==> config.mk <==
export PLATFORM = sky130hd
export DESIGN_NAME = vcm_mult
export DESIGN_NICKNAME = d
export VERILOG_FILES = /design/src/rtl/vcm_pkg.sv /design/src/rtl/vcm_mux_fa.sv /design/src/rtl/vcm_ripple_add.sv /design/src/rtl/vcm_col_mult.sv /design/src/rtl/vcm_mult.sv
export SDC_FILE = /design/constraint.sdc
export NUM_CORES = 1
export LEC_CHECK = 0
export CAP_MARGIN = 25
export CORE_MARGIN = 1
export CORE_UTILIZATION = 44
export CTS_CLUSTER_SIZE = 40
export DETAILED_ROUTE_END_ITERATION = 16
export PLACE_DENSITY = 0.69
export SYNTH_ARGS = -nofsm -noshare
export SYNTH_HDL_FRONTEND = slang
export SYNTH_SLANG_ARGS = --single-unit
==> constraint.sdc <==
create_clock -name clk -period 20 [get_ports clk]
set_input_delay 2 -clock clk [delete_from_list [all_inputs] [get_ports clk]]
set_output_delay 2 -clock clk [all_outputs]
set_load 0.05 [all_outputs]
==> src/rtl/vcm_pkg.sv <==
package vcm_pkg;
  // Default operand width; the block splits operands into two equal halves.
  localparam int unsigned VCM_OPW = 8;

  // Index of each half-width sub-product; the value also encodes which halves feed it.
  // Bit 0 selects the high half of A, bit 1 selects the high half of B.
  typedef enum logic [1:0] {
    Q_LL = 2'd0,
    Q_HL = 2'd1,
    Q_LH = 2'd2,
    Q_HH = 2'd3
  } vcm_quad_e;

  // Weight, in half-widths, at which a sub-product lands in the full product.
  function automatic int unsigned quad_weight(input int unsigned q);
    return (q & 1) + ((q >> 1) & 1);
  endfunction
endpackage

==> src/rtl/vcm_mux_fa.sv <==
// Full adder built from two 4:1 multiplexers selected by {x,y}.
module vcm_mux_fa (
  input  logic x,
  input  logic y,
  input  logic ci,
  output logic s,
  output logic co
);
  logic [3:0] sum_data;
  logic [3:0] carry_data;

  // Sum mux: only the carry input and its complement are data.
  assign sum_data   = {ci, ~ci, ~ci, ci};
  // Carry mux: constant 0, carry, carry, constant 1.
  assign carry_data = {1'b1, ci, ci, 1'b0};

  always_comb begin
    case ({x, y})
      2'b00:   begin s = sum_data[0]; co = carry_data[0]; end
      2'b01:   begin s = sum_data[1]; co = carry_data[1]; end
      2'b10:   begin s = sum_data[2]; co = carry_data[2]; end
      default: begin s = sum_data[3]; co = carry_data[3]; end
    endcase
  end
endmodule

==> src/rtl/vcm_ripple_add.sv <==
// W-bit ripple adder whose every cell is a multiplexer full adder.
module vcm_ripple_add #(
  parameter int unsigned W = 8
) (
  input  logic [W-1:0] op_x,
  input  logic [W-1:0] op_y,
  output logic [W-1:0] sum,
  output logic         cout
);
  logic [W:0] chain;

  assign chain[0] = 1'b0;

  for (genvar g = 0; g < W; g++) begin : g_cell
    vcm_mux_fa u_fa (
      .x  (op_x[g]),
      .y  (op_y[g]),
      .ci (chain[g]),
      .s  (sum[g]),
      .co (chain[g+1])
    );
  end

  assign cout = chain[W];
endmodule

==> src/rtl/vcm_col_mult.sv <==
// N x N unsigned multiplier formed column by column (vertical and crosswise).
module vcm_col_mult #(
  parameter int unsigned N = 4
) (
  input  logic [N-1:0]   mul_x,
  input  logic [N-1:0]   mul_y,
  output logic [2*N-1:0] prod
);
  // A column holds at most N bit products plus a carry of at most N.
  localparam int unsigned CW   = $clog2(2 * N + 1) + 1;
  localparam int unsigned NCOL = 2 * N - 1;

  logic [CW-1:0] col_sum;
  logic [CW-1:0] carry;

  always_comb begin
    carry = '0;
    prod  = '0;
    for (int k = 0; k < NCOL; k++) begin
      col_sum = carry;
      for (int i = 0; i < N; i++) begin
        if ((k - i) >= 0 && (k - i) < N) begin
          col_sum = col_sum + CW'(mul_x[i] & mul_y[k-i]);
        end
      end
      prod[k] = col_sum[0];
      carry   = col_sum >> 1;
    end
    // What is left after the last column is the top product bit.
    prod[2*N-1] = carry[0];
  end
endmodule

==> src/rtl/vcm_mult.sv <==
module vcm_mult
  import vcm_pkg::*;
#(
  parameter int unsigned OPW = VCM_OPW
) (
  input  logic             clk,
  input  logic             rst,
  input  logic             in_valid,
  output logic             in_ready,
  input  logic [OPW-1:0]   in_a,
  input  logic [OPW-1:0]   in_b,
  output logic             out_valid,
  input  logic             out_ready,
  output logic [2*OPW-1:0] out_prod
);
  localparam int unsigned H  = OPW / 2;
  localparam int unsigned PW = 2 * H;   // width of a half-product
  localparam int unsigned FW = 3 * H;   // width of the upper combining adder

  logic [PW-1:0]    part [4];
  logic [PW-1:0]    mid_sum;
  logic             mid_cout;
  logic [FW-1:0]    fin_x;
  logic [FW-1:0]    fin_y;
  logic [FW-1:0]    fin_sum;
  logic             fin_cout;
  logic [2*OPW-1:0] full_prod;
  logic             accept;

  // Four half-width column multipliers.
  for (genvar q = 0; q < 4; q++) begin : g_quad
    logic [H-1:0] qa;
    logic [H-1:0] qb;
    assign qa = q[0] ? in_a[OPW-1:H] : in_a[H-1:0];
    assign qb = q[1] ? in_b[OPW-1:H] : in_b[H-1:0];
    vcm_col_mult #(.N(H)) u_col (
      .mul_x (qa),
      .mul_y (qb),
      .prod  (part[q])
    );
  end

  // The two cross terms share weight H.
  vcm_ripple_add #(.W(PW)) u_mid_add (
    .op_x (part[Q_HL]),
    .op_y (part[Q_LH]),
    .sum  (mid_sum),
    .cout (mid_cout)
  );

  // Low and high terms do not overlap; the cross sum lands above the lowest H bits.
  assign fin_x = {part[Q_HH], part[Q_LL][PW-1:H]};
  assign fin_y = {{(FW-PW-1){1'b0}}, mid_cout, mid_sum};

  vcm_ripple_add #(.W(FW)) u_fin_add (
    .op_x (fin_x),
    .op_y (fin_y),
    .sum  (fin_sum),
    .cout (fin_cout)
  );

  assign full_prod = {fin_sum, part[Q_LL][H-1:0]};

  // One-slot output stage with valid/ready.
  assign in_ready = !out_valid || out_ready;
  assign accept   = in_valid && in_ready;

  always_ff @(posedge clk) begin
    if (rst) begin
      out_valid <= 1'b0;
      out_prod  <= '0;
    end else if (accept) begin
      out_valid <= 1'b1;
      out_prod  <= full_prod;
    end else if (out_ready) begin
      out_valid <= 1'b0;
    end
  end
endmodule

Word-level counts from Yosys, hierarchy flattened:

Index checks and enable logic that the tools add are counted.

* logic and storage cells: 259
* output and inout bits: 18
* register bits: 17
* input bits: 20

* reduce and logical (&&, ||, !) cells: 42
* equality and inequality tests: 34
* add/sub/neg operators: 60
* bitwise gates (word level): 80
* multiplexer cells: 41

Operators with widths (number)
* $add 5x5->5: 24
* $and 1x1->1: 64
* $add 4x1->4: 12
* $add 4x5->5: 8
* $logic_not 2->1: 19
* $eq 2x1->1 const B: 17
* $eq 2x2->1 const B: 17
* $pmux 1 s2: 17
* $reduce_or 2->1: 17
* $add 3x1->3: 8
* $mux 1: 24
* $add 4x5->5 const A: 4
* $not 1->1: 16
* $add 2x1->2: 4
* $reduce_or 3->1: 2
* $reduce_bool 2->1: 1
* $logic_and 1x1->1: 1
* $logic_not 1->1: 1
* $logic_or 1x1->1: 1

Longest topological paths before layout:

Gate-level depths: netlist of run 1.

* depth after elaboration: 29
* depth in mapped cells: 29
* gate-level depth less buffers: 29

By module:

A second synthesis of run 1 with hierarchy kept.

* cells, all modules: 261
* area total of the unflattened synthesis: 2572.5 um^2

By module, submodules not included
* vcm_col_mult: cells an instance 40, area an instance 341.6 um^2, seq. area each 0.0 um^2, instances 4
* vcm_mult: cells an instance 79, area an instance 798.3 um^2, seq. area each 340.3 um^2, instances 1
* vcm_mux_fa: cells an instance 1, area an instance 20.0 um^2, seq. area each 0.0 um^2, instances 20
* vcm_ripple_add: cells an instance 1, area an instance 3.8 um^2, seq. area each 0.0 um^2, instances 2

Worst setup path before layout of run 1:

OpenSTA, ideal clock, no wires.

* path type: in2reg
* start point: input port in_a[1]
* end point: register out_prod[15]
* path buffers: 0
* library setup time: 0.079 ns
* slack: 11.047 ns
* cell stages on the path: 29
* data arrival time: 8.874 ns
* cells stage by stage: and2_1 ha_1 fa_1 ha_1 ha_1 inv_1 fa_1 inv_1 fa_1 inv_1 fa_1 inv_1 ha_1 fa_1 fa_1 fa_1 inv_1 fa_1 fa_1 fa_1 inv_1 fa_1 fa_1 fa_1 fa_1 ha_1 ha_1 xnor2_1 a211oi_2

* word-level cells in the longest chain between the ends: 28
* elaborated cells on any way between the ends: 133

Ends and longest elaborated chain
* start: declaration: RTL line vcm_mult.sv:10 `input logic [OPW-1:0] in_a,`
* $and 1x1->1: RTL line vcm_col_mult.sv:23 `col_sum = col_sum + CW'(mul_x[i] & mul_y[k-i]);`
* $add 5x5->5: RTL line vcm_col_mult.sv:23
* $add 4x5->5: RTL line vcm_col_mult.sv:23
* $add 5x5->5 (2 in series): RTL line vcm_col_mult.sv:23
* $add 4x5->5: RTL line vcm_col_mult.sv:23
* $add 5x5->5 (3 in series): RTL line vcm_col_mult.sv:23
* $add 4x1->4 (3 in series): RTL line vcm_col_mult.sv:23
* $add 3x1->3 (2 in series): RTL line vcm_col_mult.sv:23
* (+2 left out)
* $reduce_or 2->1 (no source line) / $pmux 1 s2 (equally long branches)
* $pmux 1 s2 / $not 1->1 (equally long branches): RTL line vcm_mux_fa.sv:18, vcm_mux_fa.sv:13
* $pmux 1 s2 (tied with other cells) (3 in series): RTL line vcm_mux_fa.sv:18 `case ({x, y})`
* $pmux 1 s2 / $reduce_or 2->1 (equally long branches)
* $pmux 1 s2: RTL line vcm_mux_fa.sv:18
* $pmux 1 s2 * (3 in series): RTL line vcm_mux_fa.sv:18
* $not 1->1: RTL line vcm_mux_fa.sv:13 `assign sum_data = {ci, ~ci, ~ci, ci};`
* $mux 1 *: RTL line vcm_mux_fa.sv:18
* end signal: assignment: RTL line vcm_mult.sv:74 `out_prod <= full_prod;`
* end: declaration: RTL line vcm_mult.sv:14 `output logic [2*OPW-1:0] out_prod`

Mark *: on every way between the ends. The rest lies on a longest branch, timed or not.
A chain may end at the register's enable or synchronous reset.

Worst setup path in the final report of run 1:

Same ends and word-level chain as after synthesis.

==> impl_metrics.json, run 1 <==
{
  "final_area_sq_um": 2853,
  "fin_setup_tns_ps": 0,
  "drv_slew": 0,
  "worst_pin_slew_ps": 908.7,
  "hold_viol_final": 0,
  "p_leak_nw": 1.301,
  "overflow": 0,
  "r2r_start": "out_valid$_SDFFE_PP0P_",
  "endpoint": "out_prod[15]$_SDFFE_PP0P_",
  "slowest_stage": "clkdlybuf4s50_1",
  "fin_ws_ps": 10440,
  "status": "finished clean",
  "die_area_sq_um": 5780,
  "relSlewSlack_pct": 39.23,
  "ant_nets": 0,
  "vdd_drop_max_v": 0.00004000,
  "crit_arrival_ps": 9720,
  "highest_layer": "met4",
  "drive_above_1_share_pct": 7.749,
  "drtIter0Drc": 76,
  "clock-root-buffer": "clkbuf_8",
  "dp_cells": 337,
  "wl_met2_um": 2227,
  "period_share_pct": 47.80,
  "synth_top_cell_by_area": "fa_1",
  "synth_warnings": 0,
  "multi_input_area_sq_um": 1873,
  "fillCellCount": 498,
  "antenna_found_initial": 0,
  "gp_congestion": 0.8097,
  "layout_min_cycle_time_ps": 9561,
  "synth_cell_types": 19,
  "post_drt_wl_per_cell_um": 13.34,
  "grt_pass1_vias": 1799,
  "cp_max_fo": 8,
  "seq_area_frac_synth_pct": 14.12,
  "cts_tree": "built",
  "holdBufCountCts": 0,
  "fin_util_pct": 54.81,
  "insertion_delay_ps": 250,
  "post-cts-setup-buffers": 0,
  "max_stage_delay_ps": 550,
  "ios": 38,
  "grt_setup_unrepaired": "false",
  "power_uw": 224.0,
  "wl_met3_um": 107,
  "worstSetupPathType": "in -> reg",
  "whs_ps": 492.0,
  "core-area_sq_um": 5205,
  "first_pass_iters": 4,
  "cap_violations": 0,
  "clkSinkCount": 17,
  "syn_to_final_growth_pct": 18.32,
  "reg2reg_slack_ps": 18860,
  "port_buffers": 37,
  "syn_inst": 239,
  "reg2reg_to": "out_prod[7]$_SDFFE_PP0P_",
  "place_area_sq_um": 2806,
  "post-place-ws_ps": 10130,
  "cpMostUsedCell": "fa_1",
  "cts_made_buffers": 3,
  "path_buf_inv": 7,
  "synth_area_per_cell_sq_um": 10.09,
  "min_path_type": "reg -> reg",
  "die_h_um": 76.03,
  "finalSetupViolations": 0,
  "hold_path_depth": 2,
  "cp-end-kind": "flop",
  "crit_cells": 30,
  "syn_nets": 326,
  "grtUsageTotal_pct": 18.18,
  "place_hpwl_um": 3877,
  "grt_max_degree": 29,
  "max_freq_mhz": 104.6,
  "power.density_nw_per_um2": 78.51,
  "wl_met1_um": 2193,
  "skew_ps": 4.342,
  "clockBufferDepth": 2,
  "synth_seq_cells": 17,
  "rows": 26,
  "die_w_um": 76.03,
  "clkTransAtPathRegs_ps": 70,
  "htreeDepth": 1,
  "finalWirelength_um": 4549,
  "drc": 0,
  "stdcell_count": 341,
  "vias": 1682,
  "regArea_sq_um": 340.3,
  "fin_nets": 359,
  "ff2ff_path_depth": 3,
  "synth_area_leaders": "fa_1 (39%), dfxtp_1 (14%), ha_1 (10%)",
  "vias_per_cell": 4.933,
  "synthesis.area_sq_um": 2411,
  "ctsResizeCount": 0,
  "cp.required_ps": 20160,
  "grt_pass1_wl_um": 8438,
  "initial_utilization_pct": 46.32,
  "worstSetupStartpoint": "in_a[1]",
  "start_kind": "input pin",
  "synth_top_area_share_pct": 39.02,
  "critical-path-top-delay-family": "adder cells",
  "hold_start": "out_prod[0]$_SDFFE_PP0P_",
  "n_antenna_cell": 0
}
## worst min path at each step
stage,endpoint,slack [ps]
after global placement,out_prod[0]$_SDFFE_PP0P_,460
after detailed placement,out_prod[0]$_SDFFE_PP0P_,490
after global routing,out_prod[0]$_SDFFE_PP0P_,530
final,out_prod[0]$_SDFFE_PP0P_,490
after CTS,out_prod[0]$_SDFFE_PP0P_,500
after floorplan,out_prod[0]$_SDFFE_PP0P_,690
## synthesized netlist by cell type (all sizes together)
cell    count
a211oi      5
a21bo      10
a21oi      16
and2       40
buf         9
dfxtp      17
fa         47
ha         20
inv        36
mux2i       1
nand2      24
nand2b      2
nand3      10
nand3b      1
xnor2       1
## where the power goes
group,switching (mW),internal [mW],leakage (nW)
sequential,0.00366,0.0419,0.140
clock,0.0112,0.0138,0.0255
combinational,0.0881,0.0653,1.14
total,0.103,0.121,1.30
## per-layer routing
layer / vias up / global-route usage (%)
met2: 27 / 31.64
met1: 847 / 24.81
met5: - / 0
met3: 2 / 2.156
li1: 806 / -
met4: 0 / 2.885
## sequential cells by signal (all words and copies together) (netlist names)
signal	flops
out_prod	16
out_valid	1
## logic make-up after synthesis
group | after synthesis | share of synthesized area (%)
simple gates | 77 | 17.44
fa+ha+maj | 67 | 49.40
buf+inv | 45 | 8.199
compound gates | 31 | 10.07
flops | 17 | 14.12
xor+xnor | 1 | 0.3633
mux | 1 | 0.4152
## cell type report
cell class,count,share of cell area (%)
multi-input combinational,177,65.66
timing repair buffer,37,12.98
sequential,17,11.93
inverter,36,4.737
tap,70,3.070
clock buffer,3,1.447
clock inverter,1,0.1754
## worst reg2reg max path: stages (launching register included)
cell and delay, ps:
dfxtp_1 370, nand2b_4 190, and2_4 280, a211oi_2 210
## cell usage in the layout (no fill, tap or decap)
| cell type | synthesis | layout |
|---|---|---|
| a211oi_2 | 5 | 5 |
| a21bo_2 | 10 | 10 |
| a21oi_1 | 16 | 16 |
| and2_1 | 39 | 39 |
| and2_4 | 1 | 1 |
| clkbuf_8 | 0 | 3 |
| clkdlybuf4s50_1 | 0 | 37 |
| clkinv_2 | 0 | 1 |
| dfxtp_1 | 17 | 17 |
| fa_1 | 47 | 47 |
| ha_1 | 20 | 20 |
| inv_1 | 36 | 36 |
| mux2i_1 | 1 | 1 |
| nand2_1 | 24 | 24 |
| nand2b_1 | 1 | 1 |
| nand2b_4 | 1 | 1 |
| nand3_1 | 10 | 10 |
| nand3b_1 | 1 | 1 |
| xnor2_1 | 1 | 1 |
Power figures use the tool's default switching activity.
==> run 2: changes to the inputs <==
==> constraint.sdc (replaced) <==
create_clock -name clk -period 9.9 [get_ports clk]
set_input_delay 0.99 -clock clk [delete_from_list [all_inputs] [get_ports clk]]
set_output_delay 0.99 -clock clk [all_outputs]
set_load 0.05 [all_outputs]
==> impl_metrics.json, run 2 (synthesis results as in run 1) <==
{
  "grt_pass1_vias": 1746,
  "hold_start": "out_prod[0]$_SDFFE_PP0P_",
  "clockBufferDepth": 2,
  "fin_util_pct": 54.81,
  "cpMostUsedCell": "fa_1",
  "hold_viol_final": 0,
  "drv_slew": 0,
  "finalSetupViolations": 0,
  "core-area_sq_um": 5205,
  "holdBufCountCts": 0,
  "first_pass_iters": 4,
  "post-place-ws_ps": 1038,
  "fin_ws_ps": 1352,
  "clock-root-buffer": "clkbuf_8",
  "worst_pin_slew_ps": 889.0,
  "grt_setup_unrepaired": "false",
  "reg.largest.list": "out_prod (16), out_valid (1)",
  "start_kind": "input pin",
  "max_freq_mhz": 117.0,
  "clkSinkCount": 17,
  "grt_pass1_wl_um": 8169,
  "p_leak_nw": 1.301,
  "die_h_um": 76.03,
  "grt_max_degree": 29,
  "fin_nets": 359,
  "fillCellCount": 515,
  "vias_per_cell": 4.982,
  "ctsResizeCount": 0,
  "r2r_start": "out_valid$_SDFFE_PP0P_",
  "cap_violations": 0,
  "clkTransAtPathRegs_ps": 70,
  "slowest_stage": "clkdlybuf4s50_1",
  "cts_made_buffers": 3,
  "final_common_cell": "fa_1",
  "layout_common_cells": "fa_1 (47), and2_1 (39), clkdlybuf4s50_1 (37), inv_1 (36), nand2_1 (24)",
  "worstSetupPathType": "in -> reg",
  "largest_reg_flops": 16,
  "drtIter0Drc": 69,
  "antenna_found_initial": 0,
  "largest-register": "out_prod",
  "insertion_delay_ps": 250,
  "die_w_um": 76.03,
  "status": "finished clean",
  "vdd_drop_max_v": 0.00008171,
  "cts_tree": "built",
  "port_buffers": 37,
  "final_area_sq_um": 2853,
  "power.density_nw_per_um2": 159.1,
  "post-cts-setup-buffers": 0,
  "drive_above_1_share_pct": 7.749,
  "place_area_sq_um": 2806,
  "post_drt_wl_per_cell_um": 13.21,
  "fin_setup_tns_ps": 0,
  "relSlewSlack_pct": 40.55,
  "critical-path-top-delay-family": "adder cells",
  "path_buf_inv": 7,
  "cp-end-kind": "flop",
  "ff2ff_path_depth": 3,
  "n_antenna_cell": 0,
  "place_hpwl_um": 3799,
  "cp.required_ps": 10070,
  "crit_cells": 30,
  "cp_max_fo": 8,
  "ios": 38,
  "power_uw": 454.0,
  "die_area_sq_um": 5780,
  "grtUsageTotal_pct": 17.52,
  "max_stage_delay_ps": 550,
  "hold_path_depth": 2,
  "vias": 1699,
  "crit_arrival_ps": 8710,
  "gp_congestion": 0.8095,
  "finalWirelength_um": 4504,
  "period_share_pct": 86.35,
  "ant_nets": 0,
  "min_path_type": "reg -> reg",
  "syn_to_final_growth_pct": 18.32,
  "rows": 26,
  "drc": 0,
  "initial_utilization_pct": 46.32,
  "worstSetupStartpoint": "in_a[1]",
  "skew_ps": 5.387,
  "overflow": 0,
  "layout_min_cycle_time_ps": 8548,
  "htreeDepth": 1
}
==> run 2: metal layers <==
layer / track usage [%] / part of all wire, % / vias up
li1: - / - / 804
met1: 24.61 / 48 / 850
met2: 29.64 / 48 / 41
met3: 2.036 / 2.9 / 4
met4: 2.885 / 0.64 / 0
met5: 0 / 0 / -
==> run 2: where the power goes <==
group / total (mW) / internal (mW) / switching (mW)
Sequential: 0.0921 / 0.0846 / 0.00755
Combinational: 0.311 / 0.132 / 0.178
Clock: 0.0511 / 0.0279 / 0.0232
Total: 0.454 / 0.245 / 0.209
==> run 2: final timing paths <==
check	slack, ps	to
hold / removal	480	out_prod[0]$_SDFFE_PP0P_
hold reg to reg	480	out_prod[0]$_SDFFE_PP0P_
setup reg to reg	8760	out_prod[8]$_SDFFE_PP0P_
setup / recovery	1350	out_prod[15]$_SDFFE_PP0P_
==> run 2: cell type report <==
type / count / area (sq um) / share of cell area (%)
multi-input combinational: 177 / 1873 / 65.66
timing repair buffer: 37 / 370.4 / 12.98
tap: 70 / 87.58 / 3.070
clock buffer: 3 / 41.29 / 1.447
clock inverter: 1 / 5.005 / 0.1754
sequential: 17 / 340.3 / 11.93
inverter: 36 / 135.1 / 4.737
==> run 2: worst min-delay path, delay by kind of cell (launching register included) <==
| kind | cells | cell delay [ps] |
|---|---|---|
| flip-flops | 1 | 310 |
| AND/OR/NAND/NOR | 1 | 70 |
| multiplexers | 1 | 60 |
==> run 2: metrics by stage <==
stage	cells	hold WS (ps)
after CTS	341	490.0
final	341	483.1
after global placement	337	464.3
after floorplan	239	692.7
after detailed placement	337	478.8
after global routing	341	533.5
